`src/rtl/smb_rt_pkg.sv`:
```
package smb_rt_pkg;
  typedef struct packed {
    logic set_alert;
    logic set_smi;
    logic wake_now;
  } qual_t;
endpackage

```
`src/rtl/smb_rt_qualify.sv`:
```
module smb_rt_qualify
  import smb_rt_pkg::*;
(
  input  logic  alert_evt,
  input  logic  wr_wake_evt,
  input  logic  wr_link_evt,
  input  logic  smi_sel,
  input  logic  alert_mask,
  input  logic  asleep,
  output qual_t q
);
  logic alert_to_smi;
  logic cmd_to_smi;

  always_comb begin
    alert_to_smi = alert_evt & smi_sel & ~alert_mask;
    cmd_to_smi   = (wr_wake_evt | wr_link_evt) & ~asleep;
    q.set_alert  = alert_evt;
    q.set_smi    = alert_to_smi | cmd_to_smi;
    q.wake_now   = alert_evt | (wr_wake_evt & asleep);
  end
endmodule

```
`src/rtl/smb_rt_sticky.sv`:
```
module smb_rt_sticky #(
  parameter int W = 2
) (
  input  logic         clk,
  input  logic         rst_n,
  input  logic [W-1:0] set,
  input  logic [W-1:0] clr,
  output logic [W-1:0] q
);
  for (genvar i = 0; i < W; i++) begin : g_bit
    always_ff @(posedge clk) begin
      if (!rst_n)      q[i] <= 1'b0;
      else if (set[i]) q[i] <= 1'b1;
      else if (clr[i]) q[i] <= 1'b0;
    end
  end
endmodule

```
`src/rtl/smb_rt_notify.sv`:
```
module smb_rt_notify #(
  parameter int HOST_STS_W = 4
) (
  input  logic                  clk,
  input  logic                  rst_n,
  input  logic                  wake_now,
  input  logic                  alert_sts,
  input  logic [HOST_STS_W-1:0] host_sts,
  input  logic                  irq_en,
  input  logic                  smi_sel,
  input  logic                  alert_mask,
  output logic                  irq_req,
  output logic                  host_smi,
  output logic                  wake_req
);
  logic host_any;
  logic alert_irq;

  always_comb begin
    host_any  = |host_sts;
    alert_irq = alert_sts & irq_en & ~smi_sel & ~alert_mask;
    irq_req   = alert_irq | (host_any & irq_en & ~smi_sel);
    host_smi  = host_any & irq_en & smi_sel;
  end

  always_ff @(posedge clk) begin
    if (!rst_n) wake_req <= 1'b0;
    else        wake_req <= wake_now;
  end
endmodule

```
`src/rtl/smb_event_router.sv`:
```
module smb_event_router
  import smb_rt_pkg::*;
#(
  parameter int HOST_STS_W = 4
) (
  input  logic                  clk,
  input  logic                  rst_n,
  input  logic                  alert_evt,
  input  logic                  wr_wake_evt,
  input  logic                  wr_link_evt,
  input  logic [HOST_STS_W-1:0] host_sts,
  input  logic                  irq_en,
  input  logic                  smi_sel,
  input  logic                  alert_mask,
  input  logic                  asleep,
  input  logic                  clr_alert_sts,
  input  logic                  clr_smi_sts,
  output logic                  irq_req,
  output logic                  host_smi,
  output logic                  slave_smi,
  output logic                  wake_req,
  output logic                  alert_sts,
  output logic                  smi_sts
);
  localparam int STICKY_W = 2;

  qual_t               qual;
  logic [STICKY_W-1:0] st_q;

  smb_rt_qualify u_qual (
    .alert_evt   (alert_evt),
    .wr_wake_evt (wr_wake_evt),
    .wr_link_evt (wr_link_evt),
    .smi_sel     (smi_sel),
    .alert_mask  (alert_mask),
    .asleep      (asleep),
    .q           (qual)
  );

  smb_rt_sticky #(.W(STICKY_W)) u_sticky (
    .clk   (clk),
    .rst_n (rst_n),
    .set   ({qual.set_smi, qual.set_alert}),
    .clr   ({clr_smi_sts, clr_alert_sts}),
    .q     (st_q)
  );

  assign alert_sts = st_q[0];
  assign smi_sts   = st_q[1];
  assign slave_smi = st_q[1];

  smb_rt_notify #(.HOST_STS_W(HOST_STS_W)) u_notify (
    .clk        (clk),
    .rst_n      (rst_n),
    .wake_now   (qual.wake_now),
    .alert_sts  (alert_sts),
    .host_sts   (host_sts),
    .irq_en     (irq_en),
    .smi_sel    (smi_sel),
    .alert_mask (alert_mask),
    .irq_req    (irq_req),
    .host_smi   (host_smi),
    .wake_req   (wake_req)
  );
endmodule

```
`config.mk`:
```
export PLATFORM = sky130hd
export DESIGN_NAME = smb_event_router
export DESIGN_NICKNAME = d
export VERILOG_FILES = /design/src/rtl/smb_rt_pkg.sv /design/src/rtl/smb_rt_qualify.sv /design/src/rtl/smb_rt_sticky.sv /design/src/rtl/smb_rt_notify.sv /design/src/rtl/smb_event_router.sv
export SDC_FILE = /design/constraint.sdc
export NUM_CORES = 1
export LEC_CHECK = 0
export ABC_AREA = 1
export BUFFER_PORTS_ARGS = -buffer_cell sky130_fd_sc_hd__buf_4
export CAP_MARGIN = 20
export CORE_AREA = 2 2 39 41
export CTS_BUF_LIST = sky130_fd_sc_hd__clkbuf_8
export CTS_CLUSTER_DIAMETER = 40
export DETAILED_ROUTE_END_ITERATION = 10
export DIE_AREA = 0 0 41 43
export PLACE_DENSITY_LB_ADDON = 0.15
export SYNTH_ARGS = -nofsm -noshare
export SYNTH_HDL_FRONTEND = slang
export SYNTH_SLANG_ARGS = --single-unit
```
`constraint.sdc`:
```
create_clock -name clk -period 0.8 [get_ports clk]
set_input_delay 0.08 -clock clk [delete_from_list [all_inputs] [get_ports clk]]
set_output_delay 0.08 -clock clk [all_outputs]
set_load 0.01 [all_outputs]
```
==> flow_summary_export.csv <==
group,metric,value,unit
global_routing,grt_pass1_wl,786,um
outcome,status,"complete, but fails checks",
logic_synthesis,syn_inst,29,
finish,areaGrowthSynthToFinish,133,%
power_and_ir_drop,power.leakage,0.230,nW
drt,wl_per_cell,7.96,um
logic_synthesis,synth_area_leaders,"dfxtp_1 (36%), nand2_1 (16%), nor2_1 (16%)",
timing,finalCriticalPeriod,0.900,ns
critical_path,criticalPathCategory,"reg -> out",
logic_synthesis,syn_area,169,um2
placement,port_buffers,20,
logic_synthesis,yosysSeqAreaShare,35.6,%
global_routing,overflow,0,
critical_path,r2r_cells,4,
hold_path,hold_class,"in -> reg",
timing,fin_worst_skew,0,ns
drt,drtIter0Drc,1,
placement,dp_slack,0.0962,ns
clock_network,cts_num_sinks,3,
drt,vias,240,
floorplan,fp.dieH,43,um
finish,drive_above_1_share,47.2,%
timing,fmax,1110,MHz
global_routing,antenna_found_initial,0,
critical_path,crit_buf_inv,1,
critical_path,critical_path.max_stage_delay,0.33,ns
power_and_ir_drop,peakVddDrop,479,uV
timing,setup-violations-final,2,
timing,worst_slack,-0.0996,ns
placement,place_congestion,0.562,
clock_network,cts_tree,"done",
drt,ant_nets,0,
critical_path,path_cells,"nand4_1 -> nand2_1 -> buf_6",
logic_synthesis,synthFlopType,"dfxtp_1",
clock_network,max-clock-path-buffers,2,
critical_path,startpoint_type,"flip-flop",
critical_path,reg2reg_from,"u_sticky.q[1]$_SDFFE_PN0P_",
floorplan,initial_core_util,12.2,%
drt,drc,0,
drt,via_per_inst,3.48,
logic_synthesis,ys_ff_latch,3,
critical_path,cp_max_fo,3,
logic_synthesis,yosys_warnings,0,
timing,rsz0062_at_grt,"yes",
critical_path,regToRegEndpoint,"u_sticky.q[1]$_SDFFE_PN0P_",
logic_synthesis,syn-num-nets,44,
finish,nNetsFinal,69,
critical_path,cp-end-kind,"output pin",
critical_path,path_delay_family,"flip-flops",
critical_path,crit_arrival,0.82,ns
floorplan,core.rowCount,14,
outcome,violations,"setup timing",
global_routing,grt_max_degree,4,
clock_network,cts_buffers,3,
drt,routed_wl,549,um
critical_path,required,0.72,ns
critical_path,rrSetupSlack,0.15,ns
floorplan,die_w,41,um
hold_path,min_path_cells,4,
logic_synthesis,ys_types,8,
critical_path,crit_slowest_cell,"dfxtp_2",
timing,final_hold_viol_count,0,
logic_synthesis,async_flop_share,0,%
timing,slew-limit-headroom,93.9,%
clock_network,htreeDepth,1,
timing,drv_slew,0,
global_routing,grt_util_all_layers,7.53,%
timing,tightest_slew,0.0905,ns
clock_network,path_clk_slew,0.03,ns
logic_synthesis,avgSynthCellArea,5.82,um2
finish,final_area,393,um2
drt,drt_pass1_iterations,2,
clock_network,clkLatencyLatePin,0.21,ns
logic_synthesis,synth_edf_count,0,
floorplan,dieArea,0.00176,mm2
logic_synthesis,yosys-top-cells-count,"nand2_1 (7), nor2_1 (7), inv_1 (6)",
power_and_ir_drop,pwr_density_cell,1870,mW/mm2
hold_path,hold_path_end,"u_sticky.q[0]$_SDFFE_PN0P_",
clock_network,cts-root-buf,"clkbuf_8",
finish,diodes,0,
placement,dpl-instance-area,332,um2
logic_synthesis,synth_top_cell_by_area,"dfxtp_1",
global_routing,grt_pass1_vias,236,
floorplan,io_pins,21,
timing,fin_crit_sh,112,%
logic_synthesis,synth_top_area_share,35.6,%
floorplan,core_area,0.00138,mm2
hold_path,worstHoldStart,"clr_alert_sts",
flow_run,cap_violations,0,
## state kept, by name (all words and copies together), names as in the netlist
register,cells
u_notify.wake_req,1
u_sticky.q,2
## how the worst max path moves through the flow
stage                     cells past startpoint  slack (ns)                    endpoint                       start
after global placement                        6        0.11                     irq_req                 host_sts[3]
final                                         3        -0.1                     irq_req  u_sticky.q[0]$_SDFFE_PN0P_
after CTS                                     3       -0.08                     irq_req  u_sticky.q[0]$_SDFFE_PN0P_
after floorplan                               4        0.14  u_sticky.q[1]$_SDFFE_PN0P_  u_sticky.q[1]$_SDFFE_PN0P_
after global routing                          3       -0.14                     irq_req  u_sticky.q[0]$_SDFFE_PN0P_
after detailed placement                      6         0.1                     irq_req                 host_sts[3]
## stage by stage
step / TNS [ns] / util, % / cells / total power (W) / hold slack [ns]
5_1_grt: -0.200 / 28.4 / 69 / 0.000776 / 0.128
4_1_cts: -0.130 / 28.4 / 69 / 0.000752 / 0.115
3_5_place_dp: 0 / 24.0 / 64 / 0.000302 / 0.338
2_1_floorplan: 0 / - / 29 / 0.000217 / 0.214
3_3_place_gp: 0 / 24.0 / 64 / 0.000303 / 0.340
6_report: -0.146 / 28.4 / 69 / 0.000735 / 0.112
## layout by cell type (no fill, tap or decap)
| master | count |
|---|---|
| buf_4 | 19 |
| nor2_1 | 7 |
| nand2_1 | 7 |
| inv_1 | 7 |
| clkbuf_8 | 3 |
| nand3_1 | 2 |
| a21oi_1 | 2 |
| buf_6 | 2 |
| dfxtp_1 | 2 |
| nand4_1 | 1 |
| dfxtp_2 | 1 |
## final cells by class
type                       count  area [um2]
clock buffer                   3        41.3
clock inverter                 1        3.75
tap                           16        20.0
multi-input combinational     19        78.8
inverter                       6        22.5
sequential                     3        61.3
fill                         149         991
timing repair buffer          21         165
## cell families after synthesis
kind of cell,after synthesis,share of synthesized area [%]
simple gates,17,40.7
compound gates,2,5.93
buf+inv,7,17.8
flops,3,35.6
## layer usage
metal	track usage, %	part of all wire (%)	vias to the layer above
li1	-	-	133
met1	6.11	41	90
met2	10.9	40	17
met3	3.14	19	0
met4	10.0	0	0
met5	0	0	-
## timing repair
action | CTS | global route
pin swaps | 2 | 0
buffers inserted | 1 | 0
resized for setup | 3 | 0
endpoints found under the hold margin | 0 | 0
hold buffers | 0 | 0
endpoints found under the setup margin | 1 | 2
## worst min-delay path, cell delays in order
cell     delay (ns)
buf_4          0.08
inv_1          0.03
nand2_1        0.05
a21oi_1        0.05
## where the power goes
part	total [W]	switching [W]	internal, W
logic	0.000141	0.0000521	0.0000891
registers	0.000169	0.00000657	0.000162
clock network	0.000425	0.0000984	0.000327
total	0.000735	0.000157	0.000578
Note: power is estimated with default switching activity, not from simulation.
